File: config.mk
export PLATFORM = sky130hd
export DESIGN_NAME = upg_serial_port
export DESIGN_NICKNAME = d
export VERILOG_FILES = /design/src/rtl/upg_pkg.sv /design/src/rtl/upg_shift_path.sv /design/src/rtl/upg_update_reg.sv /design/src/rtl/upg_ctrl_reg.sv /design/src/rtl/upg_field_decode.sv /design/src/rtl/upg_serial_port.sv
export SDC_FILE = /design/constraint.sdc
export NUM_CORES = 1
export LEC_CHECK = 0
export BUFFER_PORTS_ARGS = -buffer_cell sky130_fd_sc_hd__buf_2
export CORE_ASPECT_RATIO = 1.4
export CORE_MARGIN = 2
export CORE_UTILIZATION = 40
export CTS_CLUSTER_SIZE = 25
export DETAILED_ROUTE_END_ITERATION = 6
export PLACE_DENSITY = 0.68
export SYNTH_ARGS = -nofsm -noshare
export SYNTH_HDL_FRONTEND = slang
export SYNTH_SLANG_ARGS = --single-unit
File: constraint.sdc
create_clock -name clk_i -period 2.6 [get_ports clk_i]
set_clock_uncertainty 0.1 [all_clocks]
set_input_delay 0.65 -clock clk_i [delete_from_list [all_inputs] [get_ports clk_i]]
set_output_delay 0.65 -clock clk_i [all_outputs]
set_load 0.01 [all_outputs]
File: src/rtl/upg_pkg.sv
package upg_pkg;

   // Action taken on one user-clock edge
   typedef enum logic [1:0] {
      OP_LOAD    = 2'd0,
      OP_CAPTURE = 2'd1,
      OP_SHIFT   = 2'd2
   } upg_op_e;

   // Shift wins over capture; otherwise capture picks capture or load
   function automatic upg_op_e decode_op(input logic shift, input logic capture);
      if (shift)        return OP_SHIFT;
      else if (capture) return OP_CAPTURE;
      else              return OP_LOAD;
   endfunction

endpackage

File: src/rtl/upg_shift_path.sv
module upg_shift_path
   import upg_pkg::*;
#(
   parameter int CTRL_W = 21,
   parameter int STAT_W = 5,
   localparam int SR_W  = CTRL_W + STAT_W
) (
   input  logic              clk_i,
   input  logic              rst_ni,
   input  upg_op_e           op_i,
   input  logic              sdi_i,
   input  logic              anf_i,
   input  logic [STAT_W-1:0] status_i,
   input  logic [CTRL_W-1:0] upd_i,
   input  logic [CTRL_W-1:0] ctrl_i,
   output logic [SR_W-1:0]   sr_o,
   output logic              sdo_o
);

   logic [SR_W-1:0]   sr_q;
   logic [CTRL_W-1:0] cap_word;

   // The image type picks which register is read back
   always_comb cap_word = anf_i ? ctrl_i : upd_i;

   always_ff @(posedge clk_i) begin
      if (!rst_ni) begin
         sr_q <= '0;
      end else begin
         case (op_i)
            OP_SHIFT:   sr_q <= {sr_q[SR_W-2:0], sdi_i};
            OP_CAPTURE: sr_q <= {status_i, cap_word};
            default:    sr_q <= sr_q;
         endcase
      end
   end

   assign sr_o  = sr_q;
   assign sdo_o = sr_q[SR_W-1];

endmodule

File: src/rtl/upg_update_reg.sv
module upg_update_reg
   import upg_pkg::*;
#(
   parameter int CTRL_W = 21
) (
   input  logic              clk_i,
   input  logic              rst_ni,
   input  upg_op_e           op_i,
   input  logic              remote_i,
   input  logic              anf_i,
   input  logic [CTRL_W-1:0] sr_low_i,
   output logic [CTRL_W-1:0] upd_o
);

   logic              wr_ok;
   logic [CTRL_W-1:0] upd_q;

   // Only a factory image in remote mode may write
   always_comb wr_ok = remote_i & ~anf_i;

   always_ff @(posedge clk_i) begin
      if (!rst_ni)                          upd_q <= '0;
      else if (op_i == OP_LOAD && wr_ok)    upd_q <= sr_low_i;
   end

   assign upd_o = upd_q;

endmodule

File: src/rtl/upg_ctrl_reg.sv
module upg_ctrl_reg #(
   parameter int CTRL_W     = 21,
   parameter int LOCAL_PAGE = 1
) (
   input  logic              clk_i,
   input  logic              rst_ni,
   input  logic              remote_i,
   input  logic              reconfig_i,
   input  logic [CTRL_W-1:0] upd_i,
   output logic [CTRL_W-1:0] ctrl_o
);

   localparam logic [CTRL_W-1:0] LOCAL_RST = CTRL_W'(LOCAL_PAGE << 1);

   logic              req_d;
   logic              req_rise;
   logic [CTRL_W-1:0] ctrl_q;

   always_comb req_rise = reconfig_i & ~req_d;

   always_ff @(posedge clk_i) begin
      if (!rst_ni) req_d <= 1'b0;
      else         req_d <= reconfig_i;
   end

   always_ff @(posedge clk_i) begin
      if (!rst_ni)                   ctrl_q <= remote_i ? '0 : LOCAL_RST;
      else if (remote_i && req_rise) ctrl_q <= upd_i;
   end

   assign ctrl_o = ctrl_q;

endmodule

File: src/rtl/upg_field_decode.sv
module upg_field_decode #(
   parameter int PAGE_LO_W = 3,
   parameter int PAGE_HI_W = 4,
   parameter int WDT_W     = 12,
   localparam int PAGE_W   = PAGE_LO_W + PAGE_HI_W,
   localparam int CTRL_W   = 2 + PAGE_W + WDT_W
) (
   input  logic [CTRL_W-1:0] ctrl_i,
   output logic [PAGE_W-1:0] page_o,
   output logic              wdt_en_o,
   output logic [WDT_W-1:0]  wdt_timeout_o
);

   localparam int LO_BASE  = 1;
   localparam int HI_BASE  = LO_BASE + PAGE_LO_W;
   localparam int EN_BIT   = HI_BASE + PAGE_HI_W;
   localparam int WDT_BASE = EN_BIT + 1;

   for (genvar i = 0; i < PAGE_LO_W; i++) begin : g_page_lo
      assign page_o[i] = ctrl_i[LO_BASE+i];
   end

   for (genvar j = 0; j < PAGE_HI_W; j++) begin : g_page_hi
      assign page_o[PAGE_LO_W+j] = ctrl_i[HI_BASE+j];
   end

   assign wdt_en_o      = ctrl_i[EN_BIT];
   assign wdt_timeout_o = ctrl_i[WDT_BASE +: WDT_W];

endmodule

File: src/rtl/upg_serial_port.sv
module upg_serial_port
   import upg_pkg::*;
#(
   parameter int PAGE_LO_W  = 3,
   parameter int PAGE_HI_W  = 4,
   parameter int WDT_W      = 12,
   parameter int STAT_W     = 5,
   parameter int LOCAL_PAGE = 1,
   localparam int PAGE_W    = PAGE_LO_W + PAGE_HI_W,
   localparam int CTRL_W    = 2 + PAGE_W + WDT_W,
   localparam int SR_W      = CTRL_W + STAT_W
) (
   input  logic              clk_i,
   input  logic              rst_ni,
   input  logic              sdi_i,
   input  logic              shift_i,
   input  logic              capture_i,
   input  logic              remote_i,
   input  logic              anf_i,
   input  logic              reconfig_i,
   input  logic [STAT_W-1:0] status_i,
   output logic              sdo_o,
   output logic [CTRL_W-1:0] ctrl_o,
   output logic [PAGE_W-1:0] page_o,
   output logic              wdt_en_o,
   output logic [WDT_W-1:0]  wdt_timeout_o
);

   // Elaboration-time parameter checks
   if (PAGE_LO_W < 1 || PAGE_HI_W < 0) begin : g_bad_page
      $error("upg_serial_port: page segment widths out of range");
   end
   if (WDT_W < 1 || STAT_W < 1) begin : g_bad_width
      $error("upg_serial_port: watchdog and status widths must be positive");
   end
   if (LOCAL_PAGE < 0 || LOCAL_PAGE >= (1 << PAGE_W)) begin : g_bad_local
      $error("upg_serial_port: LOCAL_PAGE does not fit the page field");
   end

   upg_op_e           op;
   logic [SR_W-1:0]   sr_q;
   logic [CTRL_W-1:0] upd_q;
   logic [CTRL_W-1:0] ctrl_q;

   always_comb op = decode_op(shift_i, capture_i);

   upg_shift_path #(
      .CTRL_W (CTRL_W),
      .STAT_W (STAT_W)
   ) u_shift (
      .clk_i    (clk_i),
      .rst_ni   (rst_ni),
      .op_i     (op),
      .sdi_i    (sdi_i),
      .anf_i    (anf_i),
      .status_i (status_i),
      .upd_i    (upd_q),
      .ctrl_i   (ctrl_q),
      .sr_o     (sr_q),
      .sdo_o    (sdo_o)
   );

   upg_update_reg #(
      .CTRL_W (CTRL_W)
   ) u_upd (
      .clk_i    (clk_i),
      .rst_ni   (rst_ni),
      .op_i     (op),
      .remote_i (remote_i),
      .anf_i    (anf_i),
      .sr_low_i (sr_q[CTRL_W-1:0]),
      .upd_o    (upd_q)
   );

   upg_ctrl_reg #(
      .CTRL_W     (CTRL_W),
      .LOCAL_PAGE (LOCAL_PAGE)
   ) u_ctrl (
      .clk_i      (clk_i),
      .rst_ni     (rst_ni),
      .remote_i   (remote_i),
      .reconfig_i (reconfig_i),
      .upd_i      (upd_q),
      .ctrl_o     (ctrl_q)
   );

   upg_field_decode #(
      .PAGE_LO_W (PAGE_LO_W),
      .PAGE_HI_W (PAGE_HI_W),
      .WDT_W     (WDT_W)
   ) u_dec (
      .ctrl_i        (ctrl_q),
      .page_o        (page_o),
      .wdt_en_o      (wdt_en_o),
      .wdt_timeout_o (wdt_timeout_o)
   );

   assign ctrl_o = ctrl_q;

endmodule

==> flow_summary.ini <==
[yosys]
ys_ff_latch = 69
synth.largest_area_cell = dfxtp_1
ys_types = 19
yosys-top-cells-area = dfxtp_1 (30%), edfxtp_1 (20%), mux2i_1 (14%), o221ai_1 (5.8%), nand2_1 (5.1%)
synth_top_area_share = 0.304
syn_area_um2 = 3160
yosysSeqAreaShare = 0.504
synth.avg_cell_area_um2 = 10.4
syn_inst = 303
yosys_warnings = 0
syn_nets = 316

[timing]
finalMaxSlewViolations = 0
tns_ps = 0
worst_pin_slew_ps = 478
fmax_mhz = 593
fin_ws_ps = 914
setup_viol = 0
max_slew_margin = 0.682
hold_violations = 0
finalCritPeriodShare = 0.648
fin_crit_ps = 1690
rsz0062_at_grt = false

[placed_design]
io_buffers = 54
placed_cells = 421
place_hpwl_um = 3830
placedInstanceArea_um2 = 3340
place_worst_setup_slack_ps = 560
gp_congestion = 0.775

[finish]
multi_input_area_um2 = 1200
final_core_util = 0.457
fin_nets = 345
final_area_um2 = 3520
fillers = 758
layout-drive-gt1-share = 0.241
regArea_um2 = 1590
antenna_cells = 0
layout-area-overhead-vs-synth_pct = 11.5
finalNonFillerCells = 436

[setup_path]
path_delay_family = buffers and inverters
path_class = in -> reg
path_max_fanout = 31
r2r_setup_slack_ps = 1360
crit_chain = buf_2 -> nor4b_4 -> buf_4 -> mux2i_1
cp-start-kind = input port
cp.required_ps = 2770
crit_path_top_delay_cell = buf_4
worst_ep_arrival_time_ps = 1850
cpPeakStageDelay_ps = 390
cp.buffers_inverters = 2
end_kind = register

[detailed_routing]
ant_nets = 0
dr.pass1.iters = 4
first_iter_violations = 180
routed-wl-met3_um = 241
maxUsedRoutingLayer = met4
drt_wl_total_um = 5890
met2_length_um = 2890
wl_met1_um = 2620
vias = 2155
drc = 0
wire_per_inst_um = 13.5
vias_per_cell = 4.94

[outcome]
status = completed

[floorplan]
start_util = 0.410
die_x_um = 79.1
boundaryPins = 55
die-area_um2 = 8630
placementRows = 38
die_y_um = 109
coreArea_um2 = 7700

[clocking]
cts_max_level = 3
holdBufCountCts = 0
cts_resized = 0
clock_latency_ps = 340
cts_tree = built
clk_path_buf_depth = 2
clk_pin_slew_ps = 70
cts_sinks = 69
root_buffer = clkbuf_8
numCtsBuffers = 9
cts_setup_buffers = 0

[global_route]
first_global_vias = 2053
antenna_found_initial = 0
grtUsageTotal = 0.146
grt_max_degree = 59
grt_pass1_wl_um = 9580
overflow = 0

[min_path]
min_path_type = reg -> reg

[power]
powerDensity_nw_per_um2 = 604
vdd_drop_max_uv = 298
static-leakage-power_nw = 1.58

[job]
cap_violations = 0
metrics by stage:
step | total power [mW] | hold WS, ps
CTS | 2.16 | 380
global placement | 1.37 | 358
floorplan | 1.33 | 347
detailed placement | 1.38 | 371
finish | 2.13 | 379
global route | 2.22 | 390
synthesized netlist by cell type (all sizes together):
library cell and n:
dfxtp 48, nand2 43, mux2i 43, inv 21, edfxtp 21, or2b 3, nand2b 24, nand3b 2
buf 36, nor4b 1, mux2 5, clkbuf 8, nand3 21, and2 1, o221ai 21, o211a 5
worst paths after layout:
path	startpoint	cells past startpoint	to
min	u_shift.sr_o[3]$_SDFFE_PN0P_	2	u_upd.upd_o[3]$_SDFFE_PN0P_
min reg2reg	u_shift.sr_o[3]$_SDFFE_PN0P_	2	u_upd.upd_o[3]$_SDFFE_PN0P_
max reg2reg	u_ctrl.req_d$_SDFF_PN0_	3	u_ctrl.ctrl_o[14]$_SDFFCE_PN0P_
max	shift_i	4	u_upd.upd_o[12]$_SDFFE_PN0P_
final cells by class:
cell class | instances | share of cell area
tap | 100 | 0.0355
clock inverter | 2 | 0.00249
clock buffer | 13 | 0.0480
multi-input combinational | 169 | 0.342
timing repair buffer | 62 | 0.0974
sequential | 69 | 0.452
inverter | 21 | 0.0224
where the power goes:
part | switching, mW | leakage (nW) | internal (mW)
registers | 0.0209 | 0.611 | 1.14
clock network | 0.364 | 0.0929 | 0.415
logic | 0.109 | 0.874 | 0.0784
logic make-up (layout without fill, tap and decap cells):
group,Yosys count,in the layout,synth area share
muxes,48,48,0.154
AOI/OAI and AO/OA,26,26,0.0741
DFF,69,69,0.504
buffers and inverters,65,98,0.114
and+or+nand+nor,95,95,0.153
layout by cell type, fill, tap and decap left out:
cell type,instances
clkinv_1,1
nand3_1,21
nand3b_1,2
or2b_1,3
dfxtp_1,48
nand2b_1,24
edfxtp_1,21
clkbuf_1,1
mux2_2,5
nand2_1,43
o221ai_1,21
buf_4,7
buf_12,1
and2_1,1
clkinv_2,1
clkbuf_8,12
nor4b_4,1
inv_1,21
mux2i_1,43
buf_2,54
o211a_1,5
sequential cells by signal, summed over array words and instances (netlist names):
register	flops
u_upd.upd_o	21
u_ctrl.req_d	1
u_ctrl.ctrl_o	21
u_shift.sr_o	26
worst min-delay path, stage by stage, from the launching register on:
cell,delay (ps)
dfxtp_1,320
nand2_1,60
mux2i_1,50
routing by layer:
metal,up-vias,global-route usage
li1,1079,-
met1,1016,0.178
met2,52,0.234
met3,8,0.0397
met4,0,0.0776
met5,-,0
Note: power is estimated with default switching activity, not from simulation.
